`src/rtl/spd_pkg.sv`:
```
package spd_pkg;
    typedef enum logic [2:0] {
        ST_IDLE,
        ST_UPDATE,
        ST_START,
        ST_DIVIDE,
        ST_DONE
    } calc_state_t;
endpackage

```
`src/rtl/spd_ring_sum.sv`:
```
module spd_ring_sum #(
    parameter int CAP_W      = 16,
    parameter int LOG2_DEPTH = 2
) (
    input  logic             clk,
    input  logic             rst_n,
    input  logic             wr_en,
    input  logic [CAP_W-1:0] din,
    output logic [CAP_W-1:0] avg,
    output logic             full
);
    localparam int DEPTH = 1 << LOG2_DEPTH;
    localparam int SUM_W = CAP_W + LOG2_DEPTH;
    localparam logic [LOG2_DEPTH-1:0] PTR_ONE  = 1;
    localparam logic [LOG2_DEPTH-1:0] PTR_LAST = '1;
    localparam logic [LOG2_DEPTH:0]   FILL_MAX = (LOG2_DEPTH+1)'(DEPTH);

    logic [CAP_W-1:0]      mem [DEPTH];
    logic [LOG2_DEPTH-1:0] ptr;
    logic [LOG2_DEPTH:0]   fill;
    logic [SUM_W-1:0]      sum;

    always_ff @(posedge clk or negedge rst_n) begin
        if (!rst_n) begin
            for (int i = 0; i < DEPTH; i++) mem[i] <= '0;
            ptr  <= '0;
            fill <= '0;
            sum  <= '0;
        end else if (wr_en) begin
            sum      <= sum - SUM_W'(mem[ptr]) + SUM_W'(din);
            mem[ptr] <= din;
            ptr      <= ptr + PTR_ONE;
            if (fill != FILL_MAX) fill <= fill + 1'b1;
        end
    end

    assign avg  = sum[LOG2_DEPTH +: CAP_W];
    assign full = (fill == FILL_MAX);

    assert_ptr_wrap_R4: assert property (@(posedge clk) disable iff (!rst_n)
        (wr_en && ptr == PTR_LAST) |=> (ptr == '0));

    assert_sum_hold_R3: assert property (@(posedge clk) disable iff (!rst_n)
        !wr_en |=> $stable(sum));

    assert_fill_stays_R7: assert property (@(posedge clk) disable iff (!rst_n)
        full |=> full);
endmodule

```
`src/rtl/spd_restoring_div.sv`:
```
module spd_restoring_div #(
    parameter int N_W = 32,
    parameter int D_W = 16
) (
    input  logic           clk,
    input  logic           rst_n,
    input  logic           start,
    input  logic [N_W-1:0] dividend,
    input  logic [D_W-1:0] divisor,
    output logic [N_W-1:0] quotient,
    output logic           done
);
    localparam int CNT_W = $clog2(N_W + 1);

    logic [N_W-1:0]   dnd_q;
    logic [D_W-1:0]   dsr_q;
    logic [D_W-1:0]   rem_q;
    logic [CNT_W-1:0] cnt_q;
    logic             busy_q;
    logic [D_W:0]     trial;
    logic             fits;

    always_comb begin
        trial = {rem_q, quotient[N_W-1]};
        fits  = (trial >= {1'b0, dsr_q});
    end

    always_ff @(posedge clk or negedge rst_n) begin
        if (!rst_n) begin
            dnd_q    <= '0;
            dsr_q    <= '0;
            rem_q    <= '0;
            cnt_q    <= '0;
            busy_q   <= 1'b0;
            quotient <= '0;
            done     <= 1'b0;
        end else begin
            done <= 1'b0;
            if (start) begin
                dnd_q    <= dividend;
                dsr_q    <= divisor;
                quotient <= dividend;
                rem_q    <= '0;
                cnt_q    <= CNT_W'(N_W);
                busy_q   <= 1'b1;
            end else if (busy_q) begin
                if (fits) begin
                    rem_q    <= D_W'(trial - {1'b0, dsr_q});
                    quotient <= {quotient[N_W-2:0], 1'b1};
                end else begin
                    rem_q    <= trial[D_W-1:0];
                    quotient <= {quotient[N_W-2:0], 1'b0};
                end
                cnt_q <= cnt_q - 1'b1;
                if (cnt_q == CNT_W'(1)) begin
                    busy_q <= 1'b0;
                    done   <= 1'b1;
                end
            end
        end
    end

    assert_div_exact_R1: assert property (@(posedge clk) disable iff (!rst_n)
        (done && dsr_q != '0) |->
        (({{D_W{1'b0}}, quotient} * {{N_W{1'b0}}, dsr_q}) + {{N_W{1'b0}}, rem_q}
            == {{D_W{1'b0}}, dnd_q}));

    assert_div_rem_R1: assert property (@(posedge clk) disable iff (!rst_n)
        (done && dsr_q != '0) |-> (rem_q < dsr_q));

    assert_div_pulse_R5: assert property (@(posedge clk) disable iff (!rst_n)
        done |=> !done);
endmodule

```
`src/rtl/spd_avg_calc.sv`:
```
module spd_avg_calc
    import spd_pkg::*;
#(
    parameter int CAP_W      = 16,
    parameter int CONST_W    = 32,
    parameter int LOG2_DEPTH = 2
) (
    input  logic               clk,
    input  logic               rst_n,
    input  logic               cap_valid,
    input  logic [CAP_W-1:0]   cap_count,
    input  logic [CONST_W-1:0] speed_const,
    input  logic [CAP_W-1:0]   min_count,
    output logic [CAP_W-1:0]   avg_count,
    output logic [CONST_W-1:0] rpm,
    output logic               done
);
    calc_state_t state, state_nx;

    logic               accept;
    logic               pend_valid;
    logic [CAP_W-1:0]   pend_val;
    logic               buf_wr;
    logic [CAP_W-1:0]   buf_avg;
    logic               buf_full;
    logic               div_start;
    logic               div_done;
    logic [CONST_W-1:0] div_quo;

    assign accept = cap_valid && (cap_count > min_count);

    // holding register: one capture waits while the sequencer is busy
    always_ff @(posedge clk or negedge rst_n) begin
        if (!rst_n) begin
            pend_valid <= 1'b0;
            pend_val   <= '0;
        end else if (accept) begin
            pend_valid <= 1'b1;
            pend_val   <= cap_count;
        end else if (state == ST_IDLE && pend_valid) begin
            pend_valid <= 1'b0;
        end
    end

    always_ff @(posedge clk or negedge rst_n) begin
        if (!rst_n) state <= ST_IDLE;
        else        state <= state_nx;
    end

    always_comb begin
        state_nx = state;
        unique case (state)
            ST_IDLE:   if (pend_valid) state_nx = ST_UPDATE;
            ST_UPDATE: state_nx = ST_START;
            ST_START:  state_nx = buf_full ? ST_DIVIDE : ST_DONE;
            ST_DIVIDE: if (div_done) state_nx = ST_DONE;
            ST_DONE:   state_nx = ST_IDLE;
            default:   state_nx = ST_IDLE;
        endcase
    end

    logic [CAP_W-1:0] upd_val;

    always_ff @(posedge clk or negedge rst_n) begin
        if (!rst_n) upd_val <= '0;
        else if (state == ST_IDLE && pend_valid) upd_val <= pend_val;
    end

    assign buf_wr    = (state == ST_UPDATE);
    assign div_start = (state == ST_START) && buf_full;

    spd_ring_sum #(
        .CAP_W      (CAP_W),
        .LOG2_DEPTH (LOG2_DEPTH)
    ) u_ring (
        .clk   (clk),
        .rst_n (rst_n),
        .wr_en (buf_wr),
        .din   (upd_val),
        .avg   (buf_avg),
        .full  (buf_full)
    );

    spd_restoring_div #(
        .N_W (CONST_W),
        .D_W (CAP_W)
    ) u_div (
        .clk      (clk),
        .rst_n    (rst_n),
        .start    (div_start),
        .dividend (speed_const),
        .divisor  (buf_avg),
        .quotient (div_quo),
        .done     (div_done)
    );

    always_ff @(posedge clk or negedge rst_n) begin
        if (!rst_n) begin
            avg_count <= '0;
            rpm       <= '0;
            done      <= 1'b0;
        end else begin
            done <= 1'b0;
            if (state == ST_DONE) begin
                avg_count <= buf_avg;
                rpm       <= buf_full ? div_quo : '0;
                done      <= 1'b1;
            end
        end
    end

    assert_reject_R2: assert property (@(posedge clk) disable iff (!rst_n)
        (cap_valid && cap_count <= min_count && !pend_valid) |=> !pend_valid);

    assert_hold_R8: assert property (@(posedge clk) disable iff (!rst_n)
        (pend_valid && state != ST_IDLE) |=> pend_valid);

    assert_done_pulse_R5: assert property (@(posedge clk) disable iff (!rst_n)
        done |=> !done);

    assert_zero_partial_R7: assert property (@(posedge clk) disable iff (!rst_n)
        (done && !buf_full) |-> (rpm == '0));

    assert_div_wait_R6: assert property (@(posedge clk) disable iff (!rst_n)
        (state == ST_DIVIDE && !div_done) |=> (state == ST_DIVIDE));
endmodule

```
`config.mk`:
```
export PLATFORM = sky130hd
export DESIGN_NAME = spd_avg_calc
export DESIGN_NICKNAME = d
export VERILOG_FILES = /design/src/rtl/spd_pkg.sv /design/src/rtl/spd_ring_sum.sv /design/src/rtl/spd_restoring_div.sv /design/src/rtl/spd_avg_calc.sv
export SDC_FILE = /design/constraint.sdc
export NUM_CORES = 1
export LEC_CHECK = 0
export ABC_AREA = 1
export ABC_CLOCK_PERIOD_IN_PS = 3400
export BUFFER_PORTS_ARGS = -buffer_cell sky130_fd_sc_hd__buf_2
export CELL_PAD_IN_SITES_DETAIL_PLACEMENT = 1
export CELL_PAD_IN_SITES_GLOBAL_PLACEMENT = 1
export CORE_MARGIN = 2
export CORE_UTILIZATION = 45
export CTS_BUF_LIST = sky130_fd_sc_hd__clkbuf_16
export CTS_CLUSTER_SIZE = 14
export DETAILED_ROUTE_END_ITERATION = 16
export PLACE_DENSITY = 0.89
export SLEW_MARGIN = 20
export SYNTH_ARGS = -nofsm -noshare
export SYNTH_HDL_FRONTEND = slang
export SYNTH_SLANG_ARGS = --single-unit
```
`constraint.sdc`:
```
create_clock -name clk -period 3.4 [get_ports clk]
set_clock_uncertainty 0.1 [all_clocks]
set_input_delay 0 -clock clk [delete_from_list [all_inputs] [get_ports clk]]
set_output_delay 0 -clock clk [all_outputs]
set_load 0.01 [all_outputs]
```
==> results of run 1 <==
[flip-flops by register name, indices dropped and copies added, names as in the netlist, 6 cells and up]
| name | cells |
|---|---|
| u_ring.mem | 64 |
| u_div.dsr_q | 16 |
| pend_val | 16 |
| u_div.cnt_q | 6 |
| u_div.quotient | 32 |
| rpm | 32 |
| u_div.rem_q | 16 |
| upd_val | 16 |
| avg_count | 16 |
| u_ring.sum | 18 |
[final timing paths]
path	endpoint
min in group asynchronous	rpm[19]$_DFFE_PN0P_
max in group asynchronous	u_ring.mem[14]$_DFFE_PN0P_
worst max-delay path	u_ring.sum[12]$_DFFE_PN0P_
worst min-delay path	pend_val[13]$_DFFE_PN0P_
worst min register to register	u_div.dsr_q[7]$_DFFE_PN0P_
worst max register to register	u_ring.sum[12]$_DFFE_PN0P_
[through the flow]
stage	setup slack, ns	hold WS (ns)	std cells
finish	0.1195	0.04504	2148
detailed placement	0.1260	-0.1497	2036
floorplan	0.4218	-0.3956	1581
global placement	0.3614	-0.1554	2036
CTS	0.08356	0.003330	2144
global route	-0.01365	0.1065	2148
[worst min-delay path, stage by stage]
cell and delay (ns):
buf_2 0.10, o21a_1 0.30, nand3_1 0.20, nand2_1 0.06
[cell families after synthesis]
| logic type | count (synthesis) | synth area share (%) |
|---|---|---|
| fa+ha+maj | 75 | 8.292 |
| xor+xnor | 17 | 1.158 |
| buf+inv | 271 | 8.234 |
| compound gates | 282 | 12.46 |
| flops | 244 | 47.49 |
| simple gates | 692 | 22.37 |
[metal layers]
metal | GRT usage [%] | up-vias | part of all wire (%)
met5 | 0 | - | 0
met4 | 14.16 | 0 | 4.9
met3 | 3.980 | 159 | 4.6
met2 | 55.83 | 433 | 52
met1 | 34.95 | 6127 | 39
li1 | - | 5427 | -
[what timing repair did]
item / 4_1_cts / 5_1_grt
hold buffers: 61 / 0
gates resized for setup: 0 / 7
endpoints found under the setup margin: 0 / 11
buffers inserted: 0 / 3
hold endpoints to repair: 292 / 0
[layout by cell type (no fill, tap or decap), types with 4 or more instances in the layout]
cell type      instances
dlygate4sd3_1         60
inv_2                  4
a21oi_1               31
o21ai_0              169
nand3_1               89
o221ai_1              18
nand2_1              471
nand3b_1              16
xnor2_1               13
o22ai_1               17
clkinv_1              10
nand2_2               10
nor2_1                80
buf_4                 23
o31ai_1               23
buf_2                114
ha_1                  58
inv_1                211
xor2_1                 4
o211ai_1               9
clkbuf_16             27
o21a_1                 4
nand4_1               10
dfrtp_1              243
fa_1                  17
[layout make-up]
type / instances / share of cell area (%)
Clock buffer: 27 / 4.410
Clock inverter: 20 / 0.7840
Inverter: 210 / 5.169
Multi-Input combinational cell: 1066 / 37.20
Sequential cell: 244 / 39.86
Tap cell: 378 / 3.087
Timing Repair Buffer: 202 / 9.441
Timing Repair inverter: 1 / 0.04900
==> results.sh, run 1 <==
export IMPL_path_common_cell="nand2_1"
export IMPL_routedWlPerCell_um=21.19
export IMPL_slew_violations=0
export IMPL_syn_area_mm2=0.01286
export IMPL_clk_pin_slew_ns=0.06
export IMPL_io_pins=116
export IMPL_maxCapViolCount=0
export IMPL_status="finished, final reports clean"
export IMPL_die_h_um=173.0
export IMPL_synth_common_cells="471 x nand2_1, 244 x dfrtp_1, 205 x inv_1"
export IMPL_crit_type="flop to flop"
export IMPL_worstPathCellList="buf_4 > o21ai_0 > o22ai_1 > fa_1 > inv_1 > ha_1 > nand2_1 > o21ai_1 > nand2_1 > nand2_1 > nand2_1 > nand2_1 > nand2_1 > nand3_1 > o21ai_0"
export IMPL_cts_sinks=244
export IMPL_multi_input_area_mm2=0.005699
export IMPL_final_layout_size_suffix_gt1_share_pct=11.30
export IMPL_cts_made_buffers=27
export IMPL_dp_hpwl_um=27110
export IMPL_synth_distinct_cells=40
export IMPL_r2r_start="u_ring.ptr[0]$_DFFE_PN0P_"
export IMPL_synthCells=1581
export IMPL_cp_end_kind="flop"
export IMPL_yosysSeqAreaShare_pct=47.49
export IMPL_fmax_mhz=304.8
export IMPL_period_share_pct=96.48
export IMPL_hold_path_class="input pin to flop"
export IMPL_n_antenna_cell=0
export IMPL_ant_nets=0
export IMPL_cp_depth=15
export IMPL_rows=61
export IMPL_clk_latency_ns=0.56
export IMPL_antenna_found_initial=0
export IMPL_cp_start_kind="flop"
export IMPL_final_hold_violation_count=0
export IMPL_synth_main_ff_cell="dfrtp_1"
export IMPL_crit_family="adder cells"
export IMPL_synth_avg_cell_area_um2=8.132
export IMPL_critPathRequiredTime_ns=3.70
export IMPL_relSlewSlack_pct=37.50
export IMPL_drtPass1Iterations=5
export IMPL_fin_crit_ns=3.280
export IMPL_hold_path_cell_count=4
export IMPL_dr_first_iter_drc_count=871
export IMPL_port_buffer_count=115
export IMPL_ys_ff_latch=244
export IMPL_yosysMostFrequentCell="nand2_1"
export IMPL_grt_total_usage_pct=30.36
export IMPL_avgViaCountPerCell=5.655
export IMPL_post_dp_cell_area_mm2=0.01385
export IMPL_fp_dieW_um=173.0
export IMPL_gp_congestion=0.8708
export IMPL_grt_ovfl_total=0
export IMPL_yosysTopAreaCell="dfrtp_1"
export IMPL_cp_max_fo=16
export IMPL_crit_start="u_ring.ptr[0]$_DFFE_PN0P_"
export IMPL_path_buf_inv=2
export IMPL_synthTopCellsByArea="dfrtp_1 47%, nand2_1 14%, o21ai_0 6.6%"
export IMPL_setup_viol=0
export IMPL_cpPeakStageDelay_ns=0.52
export IMPL_ff_latch_area_mm2=0.006107
export IMPL_crit_slowest_cell="fa_1"
export IMPL_worst_pin_slew_ns=0.9365
export IMPL_nets=1894
export IMPL_synth_edf_count=0
export IMPL_die_area_mm2=0.02994
export IMPL_rrSetupSlack_ns=0.12
export IMPL_vias=12150
export IMPL_drt_total_wl_um=45520
export IMPL_initial_core_util_pct=46.02
export IMPL_drc_errors=0
export IMPL_yosysWarningCount=0
export IMPL_hold_path_startpoint="cap_valid"
export IMPL_syn_to_final_growth_pct=19.17
export IMPL_grt_max_degree=111
export IMPL_clockRootBuffer="clkbuf_16"
export IMPL_fin_area_mm2=0.01532
export IMPL_r2r_cells=15
export IMPL_synthArstFlopShare_pct=100.0
export IMPL_synthDominantCellAreaShare_pct=47.49
export IMPL_post_route_util_pct=54.85
export IMPL_fillers=3435
export IMPL_grt_pass1_vias=13360
export IMPL_grt_pass1_wl_um=72900
export IMPL_core_area_mm2=0.02793
export IMPL_htree_num_levels=1
export IMPL_cts_buffer_depth=3
export IMPL_syn_num_nets=1723
export IMPL_tritoncts="built"
export IMPL_fin_setup_tns_ns=0
export IMPL_crit_arrival_ns=3.58
Power of run 1 is not shown: default switching activity piles up to over one toggle a cycle in this logic, so the estimate is an artifact.
==> run 2: changes to the inputs <==
--- a/config.mk
+++ b/config.mk
@@ -7,7 +7,7 @@
 export LEC_CHECK = 0
 export ABC_AREA = 1
 export ABC_CLOCK_PERIOD_IN_PS = 3400
-export BUFFER_PORTS_ARGS = -buffer_cell sky130_fd_sc_hd__buf_2
+export BUFFER_PORTS_ARGS = -buffer_cell sky130_fd_sc_hd__buf_4
 export CELL_PAD_IN_SITES_DETAIL_PLACEMENT = 1
 export CELL_PAD_IN_SITES_GLOBAL_PLACEMENT = 1
 export CORE_MARGIN = 2
==> results.sh, run 2 (synthesized netlist as in run 1, its figures left out) <==
export IMPL_cp_start_kind="flop"
export IMPL_final_hold_violation_count=9
export IMPL_cts_made_buffers=26
export IMPL_grtUsageMet3_pct=4.024
export IMPL_core_area_mm2=0.02793
export IMPL_fin_setup_tns_ns=0
export IMPL_dp_hpwl_um=26770
export IMPL_drt_total_wl_um=44420
export IMPL_cts_sinks=244
export IMPL_fp_dieW_um=173.0
export IMPL_ant_nets=0
export IMPL_grt_pass1_vias=13240
export IMPL_regMostFlops="u_ring.mem"
export IMPL_grt_pass1_wl_um=71640
export IMPL_clk_pin_slew_ns=0.07
export IMPL_crit_type="flop to flop"
export IMPL_largest_reg_flops=64
export IMPL_die_area_mm2=0.02994
export IMPL_antenna_found_initial=2
export IMPL_setup_viol=0
export IMPL_whs_ns=-0.01335
export IMPL_cpPeakStageDelay_ns=0.51
export IMPL_rrSetupSlack_ns=0.03
export IMPL_relSlewSlack_pct=39.11
export IMPL_worst_pin_slew_ns=0.9123
export IMPL_rows=61
export IMPL_met1_usage_pct=34.42
export IMPL_avgViaCountPerCell=5.622
export IMPL_clockRootBuffer="clkbuf_16"
export IMPL_status="finished, violations left"
export IMPL_period_share_pct=99.15
export IMPL_routedWlPerCell_um=20.78
export IMPL_port_buffer_count=115
export IMPL_slew_violations=0
export IMPL_violations="negative hold slack"
export IMPL_nets=1884
export IMPL_path_common_cell="nand2_1"
export IMPL_cp_max_fo=5
export IMPL_critPathRequiredTime_ns=3.72
export IMPL_gp_congestion=0.9070
export IMPL_htree_num_levels=1
export IMPL_fmax_mhz=296.6
export IMPL_grt_max_degree=111
export IMPL_dr_first_iter_drc_count=861
export IMPL_vias=12020
export IMPL_cts_buffer_depth=3
export IMPL_drc_errors=0
export IMPL_busiest_layer="met2"
export IMPL_tritoncts="built"
export IMPL_die_h_um=173.0
export IMPL_crit_arrival_ns=3.69
export IMPL_fin_crit_ns=3.371
export IMPL_clk_latency_ns=0.57
export IMPL_io_pins=116
export IMPL_use_met2_pct=53.28
export IMPL_grt_ovfl_total=0
export IMPL_cp_end_kind="flop"
export IMPL_final_cell_mix="471 x nand2_1, 243 x dfrtp_1, 208 x inv_1"
export IMPL_layout_commonest_cell="nand2_1"
export IMPL_grt_total_usage_pct=29.74
export IMPL_initial_core_util_pct=46.02
export IMPL_hold_path_class="input pin to async pin"
export IMPL_worstPathCellList="clkinvlp_4 > buf_4 > o21ai_0 > o22ai_1 > fa_1 > inv_1 > ha_2 > nand2_1 > o21ai_2 > nand2_1 > nand2_1 > nand2_1 > nand2_1 > nand2_1 > nand3_1 > o21ai_0"
export IMPL_syn_to_final_growth_pct=20.54
export IMPL_reg_largest_list="u_ring.mem: 64 flops, rpm: 32 flops, u_div.quotient: 32 flops"
export IMPL_crit_slowest_cell="fa_1"
export IMPL_maxCapViolCount=0
export IMPL_final_layout_size_suffix_gt1_share_pct=12.00
export IMPL_drtPass1Iterations=6
-- run 2: worst max-delay path, delay by kind of cell (launching register included) --
kind                     cells  cell delay, ns
AO/OA/AOI/OAI                4            0.67
adder cells (fa/ha/maj)      2            0.88
buffers and inverters        3            0.43
flip-flops                   1            0.45
AND/OR/NAND/NOR              7            0.68
-- run 2: layout make-up --
type | count | area (um2)
inverters | 210 | 792.0
clock inverters | 18 | 132.6
flip-flops and latches | 244 | 6107
well taps | 378 | 473.0
diodes | 2 | 5.005
repair buffers | 193 | 1608
clock buffers | 26 | 650.6
repair inverters | 1 | 7.507
multi-input cells | 1066 | 5720
fillers | 3369 | 12440
-- run 2: repair_timing --
item                                    CTS  global route
pin swaps                                 0             2
hold endpoints to repair                155             0
setup buffers                             0             4
hold buffers                             49             0
gates cloned                              0             1
endpoints found under the setup margin    3            10
gates resized for setup                   1            17
-- run 2: final timing paths --
kind	end	depth (start not counted)	startpoint
worst max register to register	u_ring.sum[12]$_DFFE_PN0P_	16	u_ring.ptr[0]$_DFFE_PN0P_
min in group clk	pend_val[8]$_DFFE_PN0P_	4	cap_valid
worst min register to register	pend_val[2]$_DFFE_PN0P_	2	pend_val[2]$_DFFE_PN0P_
worst max-delay path	u_ring.sum[12]$_DFFE_PN0P_	16	u_ring.ptr[0]$_DFFE_PN0P_
worst min-delay path	u_div.quotient[10]$_DFFE_PN0P_	2	rst_n
max in group asynchronous	u_ring.mem[45]$_DFFE_PN0P_	3	rst_n
-- run 2: stage by stage --
| stage | utilization, % | worst slack, ns | cell area [um2] | cells | hold slack (ns) |
|---|---|---|---|---|---|
| after global routing | 55.47 | -0.05071 | 15500 | 2138 | 0.05485 |
| after global placement | 50.63 | 0.3772 | 14140 | 2038 | 0.02739 |
| after CTS | 55.19 | 0.02916 | 15420 | 2131 | 0.001612 |
| final | 55.47 | 0.02900 | 15500 | 2138 | -0.01335 |
| after detailed placement | 50.63 | 0.1137 | 14140 | 2038 | 0.02363 |
| after floorplan | - | 0.4218 | 12860 | 1581 | -0.3956 |
-- run 2: layer usage --
layer  up-vias  wire length (um)
met5         -                 0
met2       428             22940
met3       137              2041
li1       5410                 -
met1      6045             17200
met4         0              2247
Power of run 2 is left out for the same reason.
